--- src/rtl/idlec_pkg.sv ---
package idlec_pkg;

    typedef enum logic {
        PH_IDLE = 1'b0,
        PH_REQ  = 1'b1
    } phase_e;

endpackage

--- src/rtl/idlec_min.sv ---
module idlec_min #(
    parameter int NUM_CORES = 2,
    parameter int ST_W      = 3
) (
    input  logic [NUM_CORES*ST_W-1:0] req_i,
    output logic [ST_W-1:0]           min_o
);
    always_comb begin
        min_o = req_i[ST_W-1:0];
        for (int i = 1; i < NUM_CORES; i++) begin
            if (req_i[i*ST_W +: ST_W] < min_o) begin
                min_o = req_i[i*ST_W +: ST_W];
            end
        end
    end
endmodule

--- src/rtl/idlec_sync.sv ---
module idlec_sync #(
    parameter int STAGES = 2
) (
    input  logic clk,
    input  logic rst_n,
    input  logic d_i,
    output logic q_o
);
    generate
        if (STAGES <= 1) begin : g_one
            logic r_q;
            always_ff @(posedge clk) begin
                if (!rst_n) r_q <= 1'b0;
                else        r_q <= d_i;
            end
            assign q_o = r_q;
        end else begin : g_chain
            logic [STAGES-1:0] chain_q;
            always_ff @(posedge clk) begin
                if (!rst_n) chain_q <= '0;
                else        chain_q <= {chain_q[STAGES-2:0], d_i};
            end
            assign q_o = chain_q[STAGES-1];
        end
    endgenerate
endmodule

--- src/rtl/die_idle_coord.sv ---
module die_idle_coord
    import idlec_pkg::*;
#(
    parameter int NUM_CORES   = 2,
    parameter int ST_W        = 3,
    parameter int SYNC_STAGES = 2
) (
    input  logic                      clk,
    input  logic                      rst_n,
    input  logic                      is_master_i,
    input  logic [NUM_CORES*ST_W-1:0] core_req_i,
    input  logic [ST_W-1:0]           peer_state_i,
    input  logic                      peer_ready_i,
    output logic [ST_W-1:0]           loc_state_o,
    output logic                      loc_ready_o,
    output logic                      plat_req_o,
    output logic [ST_W-1:0]           plat_state_o,
    input  logic                      plat_ack_i,
    output logic [ST_W-1:0]           pkg_state_o
);
    localparam logic [ST_W-1:0] ST_RUN = '0;

    typedef struct packed {
        logic [ST_W-1:0] loc_state;
        logic            loc_ready;
        phase_e          phase;
        logic [ST_W-1:0] req_state;
        logic [ST_W-1:0] pkg_state;
    } coord_t;

    coord_t          st_d, st_q;
    logic [ST_W-1:0] loc_min;
    logic            peer_rdy_s;
    logic [ST_W-1:0] target;

    idlec_min #(.NUM_CORES(NUM_CORES), .ST_W(ST_W)) u_min (
        .req_i (core_req_i),
        .min_o (loc_min)
    );

    idlec_sync #(.STAGES(SYNC_STAGES)) u_sync (
        .clk   (clk),
        .rst_n (rst_n),
        .d_i   (peer_ready_i),
        .q_o   (peer_rdy_s)
    );

    always_comb begin
        st_d           = st_q;
        st_d.loc_state = loc_min;
        st_d.loc_ready = (loc_min != ST_RUN);

        if (st_q.loc_ready && peer_rdy_s) begin
            target = (peer_state_i < st_q.loc_state) ? peer_state_i : st_q.loc_state;
        end else begin
            target = ST_RUN;
        end

        if (!is_master_i) begin
            st_d.phase     = PH_IDLE;
            st_d.req_state = ST_RUN;
            st_d.pkg_state = ST_RUN;
        end else begin
            case (st_q.phase)
                PH_IDLE: begin
                    if (target != st_q.pkg_state) begin
                        st_d.phase     = PH_REQ;
                        st_d.req_state = target;
                    end
                end
                PH_REQ: begin
                    if (plat_ack_i) begin
                        st_d.pkg_state = st_q.req_state;
                        st_d.phase     = PH_IDLE;
                    end
                end
                default: st_d.phase = PH_IDLE;
            endcase
        end
    end

    always_ff @(posedge clk) begin
        if (!rst_n) begin
            st_q <= '{loc_state: ST_RUN, loc_ready: 1'b0, phase: PH_IDLE,
                      req_state: ST_RUN, pkg_state: ST_RUN};
        end else begin
            st_q <= st_d;
        end
    end

    assign loc_state_o  = st_q.loc_state;
    assign loc_ready_o  = st_q.loc_ready;
    assign plat_req_o   = (st_q.phase == PH_REQ);
    assign plat_state_o = st_q.req_state;
    assign pkg_state_o  = st_q.pkg_state;
endmodule

--- config.mk ---
export PLATFORM = sky130hd
export DESIGN_NAME = die_idle_coord
export DESIGN_NICKNAME = d
export VERILOG_FILES = /design/src/rtl/idlec_pkg.sv /design/src/rtl/idlec_min.sv /design/src/rtl/idlec_sync.sv /design/src/rtl/die_idle_coord.sv
export SDC_FILE = /design/constraint.sdc
export NUM_CORES = 1
export LEC_CHECK = 0
export BUFFER_PORTS_ARGS = -buffer_cell sky130_fd_sc_hd__buf_4
export CAP_MARGIN = 30
export CORE_UTILIZATION = 40
export DETAILED_ROUTE_END_ITERATION = 10
export PLACE_DENSITY = 0.65
export SYNTH_ARGS = -nofsm -noshare
export SYNTH_HDL_FRONTEND = slang
export SYNTH_SLANG_ARGS = --single-unit
--- constraint.sdc ---
create_clock -name clk -period 2.9 [get_ports clk]
set_input_delay 0.145 -clock clk [delete_from_list [all_inputs] [get_ports clk]]
set_output_delay 0.145 -clock clk [all_outputs]
set_load 0.01 [all_outputs]
==> metrics.cfg <==
[outcome]
status=completed

[min_path]
timing.hold.worst.class=primary input to flip-flop
min_delay_path_depth=2

[cts]
cts-root-buf=sky130_fd_sc_hd__clkbuf_4
clk-insertion-delay-late_ns=0.28
post_cts_buffers=0
cts_resized=0
clockBufferDepth=2
cts_tree=yes
worst_path_clk_slew_ns=0.08
cts.htree.levels=1
cts-buffers-inserted=3
cts.sink_count=13
cts_hold_buffers=0

[yosys]
synth_fp_nets=111
synth_top_cells_by_area=sky130_fd_sc_hd__dfxtp_1 33%, sky130_fd_sc_hd__ha_1 6.4%, sky130_fd_sc_hd__mux2i_1 5.1%
yosysTopAreaCell=sky130_fd_sc_hd__dfxtp_1
synth_top_flop_cell=sky130_fd_sc_hd__dfxtp_1
synth-seq-cells=13
portion_of_synthesized_cell_area_occupied_by_the_leading_cell_type=0.334
async_reset_ff_frac=0
synth_enable_flop_cells=0
netlist_instances=93
synth_cell_type_count=33
syn_avg_cell_area_um2=8.38
synth-seq-area-share=0.334
mappedNetlistArea_um2=779
yosys_warn_count=0

[critical_path]
worstSetupEndpointType=flip-flop
critical_path.max_fanout=4
worstPathArrival_ns=2.41
setup.worst_path.start_class=flip-flop
r2r.worst_path.cells=7
timing.critical_path.required_ns=3.07
setup.worst_path.class=flip-flop to flip-flop

[sta]
final.setup.tns_ns=0
setup_slack_ns=0.668
worst_slew_pin_slew_ns=0.580
slew_headroom=0.611
finalSetupViolCount=0
final_report_hold_violation_count=0
grt_setup_unrepaired=false
max_freq_ghz=0.448
period_needed_ns=2.23
finalMaxSlewViolations=0
timing.clock.skew_ns=0.00230
timing.final.crit_share=0.770

[global_routing]
grt_usage=0.181
initial_antenna_violation_count=0
grt-ovfl-total=0
vias_in_the_first_global_route=680
grt_start_max_net_pins=12
grt_first_pass_wirelength_um=2710

[power_and_ir_drop]
ir_worst_vdd_v=0.000207
netsw_mw=0.106
seq_power_share=0.496
static-leakage-power_nw=0.460
power_density_nw_per_um2=380
combPwrFrac=0.207
portion_of_total_power_attributed_to_the_clock_network=0.298
p_int_mw=0.278
power.switching_fraction=0.276

[floorplanning]
core_area_um2=1780
die_h_um=46.1
die_width_um=46.1
initial_core_util=0.437
fp-row-count=15
die_area_um2=2130
boundary_pins=25

[placement]
gp_congestion=0.856
dp.final_hpwl_um=1300
placed_area_um2=983
io_buffers=24
detailedPlace.worstSlack_ns=0.699

[finish]
area_delta_synth_final_pct=29.5
post_route_cells_drive_above_1_share=0.277
layout_common_cells=24 x sky130_fd_sc_hd__buf_4, 13 x sky130_fd_sc_hd__dfxtp_1, 7 x sky130_fd_sc_hd__inv_1, 7 x sky130_fd_sc_hd__nand2_1, 7 x sky130_fd_sc_hd__a21oi_1
finalInstanceArea_um2=1010
final_nets=138
antenna_cells=0
mostFrequentLayoutCell=sky130_fd_sc_hd__buf_4
layout.core_utilization=0.566

[routing]
antenna_left=0
detailedRoute.firstPassIterationCount=5
dr_iter_0_viols=32
route.detailed.drc=0
wirelength_um=1660
route.vias.total=785
route.detailed.vias_per_inst=5.45
avgRoutedWirePerCell_um=11.5

[job]
maxCapViolCount=0

-- routing by layer --
layer	global-route usage	wire, um
met5	0	0
met4	0.106	39
met3	0.0353	99
met2	0.287	735
met1	0.225	786
-- logic make-up (layout without fill, tap and decap cells) --
logic type / Yosys count / count (layout) / share of synthesized area
AOI/OAI and AO/OA: 29 / 29 / 0.268
xor gates and xnor gates: 1 / 1 / 0.0112
adders and majority gates: 4 / 4 / 0.0642
buffers and inverters: 9 / 35 / 0.0433
DFF: 13 / 13 / 0.334
muxes: 4 / 4 / 0.0514
and+or+nand+nor: 33 / 33 / 0.228
-- through the flow --
| stage | hold slack, ns | total power [mW] | std cells |
|---|---|---|---|
| 3_5_place_dp | 0.358 | 0.273 | 140 |
| 2_1_floorplan | 0.267 | 0.241 | 93 |
| 4_1_cts | 0.0684 | 0.386 | 144 |
| 6_report | 0.0687 | 0.384 | 144 |
| 5_1_grt | 0.0817 | 0.406 | 144 |
| 3_3_place_gp | 0.352 | 0.272 | 140 |
-- cell usage after synthesis, types with 2 or more instances --
cell type,n
sky130_fd_sc_hd__nand3b_1,2
sky130_fd_sc_hd__o211ai_1,4
sky130_fd_sc_hd__nand3_1,6
sky130_fd_sc_hd__mux2i_1,4
sky130_fd_sc_hd__inv_1,7
sky130_fd_sc_hd__nand2_1,7
sky130_fd_sc_hd__clkbuf_1,2
sky130_fd_sc_hd__a21oi_1,7
sky130_fd_sc_hd__ha_1,4
sky130_fd_sc_hd__and2_1,3
sky130_fd_sc_hd__nor2_1,5
sky130_fd_sc_hd__a32oi_1,2
sky130_fd_sc_hd__dfxtp_1,13
sky130_fd_sc_hd__o21ai_0,3
sky130_fd_sc_hd__nor2b_1,5
sky130_fd_sc_hd__o31ai_1,2
-- area by class of cell --
cell class / instances / area, um2
fillers: 165 / 773
multi-input cells: 71 / 485
flip-flops and latches: 13 / 260
repair buffers: 24 / 180
well taps: 25 / 31.3
clock buffers: 4 / 26.3
inverters: 7 / 26.3
-- critical path, cell delays in order, from the launching register on --
cell	delay, ns
sky130_fd_sc_hd__dfxtp_1	0.35
sky130_fd_sc_hd__inv_1	0.05
sky130_fd_sc_hd__ha_1	0.32
sky130_fd_sc_hd__a21oi_2	0.23
sky130_fd_sc_hd__mux2i_1	0.28
sky130_fd_sc_hd__xor2_1	0.16
sky130_fd_sc_hd__or3_4	0.41
sky130_fd_sc_hd__o311a_1	0.33
-- state kept, by name, indices dropped and copies added, names as in the netlist --
name                    cells
loc_ready_o                 1
plat_state_o                3
pkg_state_o                 3
plat_req_o                  1
u_sync.g_chain.chain_q      2
loc_state_o                 3
-- power groups by stage --
stage               Sequential, mW  Clock [mW]  Combinational (mW)
detailed placement           0.195           0              0.0788
CTS                          0.190       0.117              0.0794
floorplan                    0.195           0              0.0456
global placement             0.194           0              0.0776
global route                 0.192       0.126              0.0890
finish                       0.190       0.114              0.0794
-- path summary, 6_finish.rpt --
path / to / slack, ns / startpoint
worst min register to register: u_sync.g_chain.chain_q[1] / 0.44 / u_sync.g_chain.chain_q[0]
worst max-delay path: plat_req_o / 0.67 / loc_state_o[2]
worst min-delay path: u_sync.g_chain.chain_q[0] / 0.07 / peer_ready_i
worst max register to register: plat_req_o / 0.67 / loc_state_o[2]
Power figures use the tool's default switching activity.
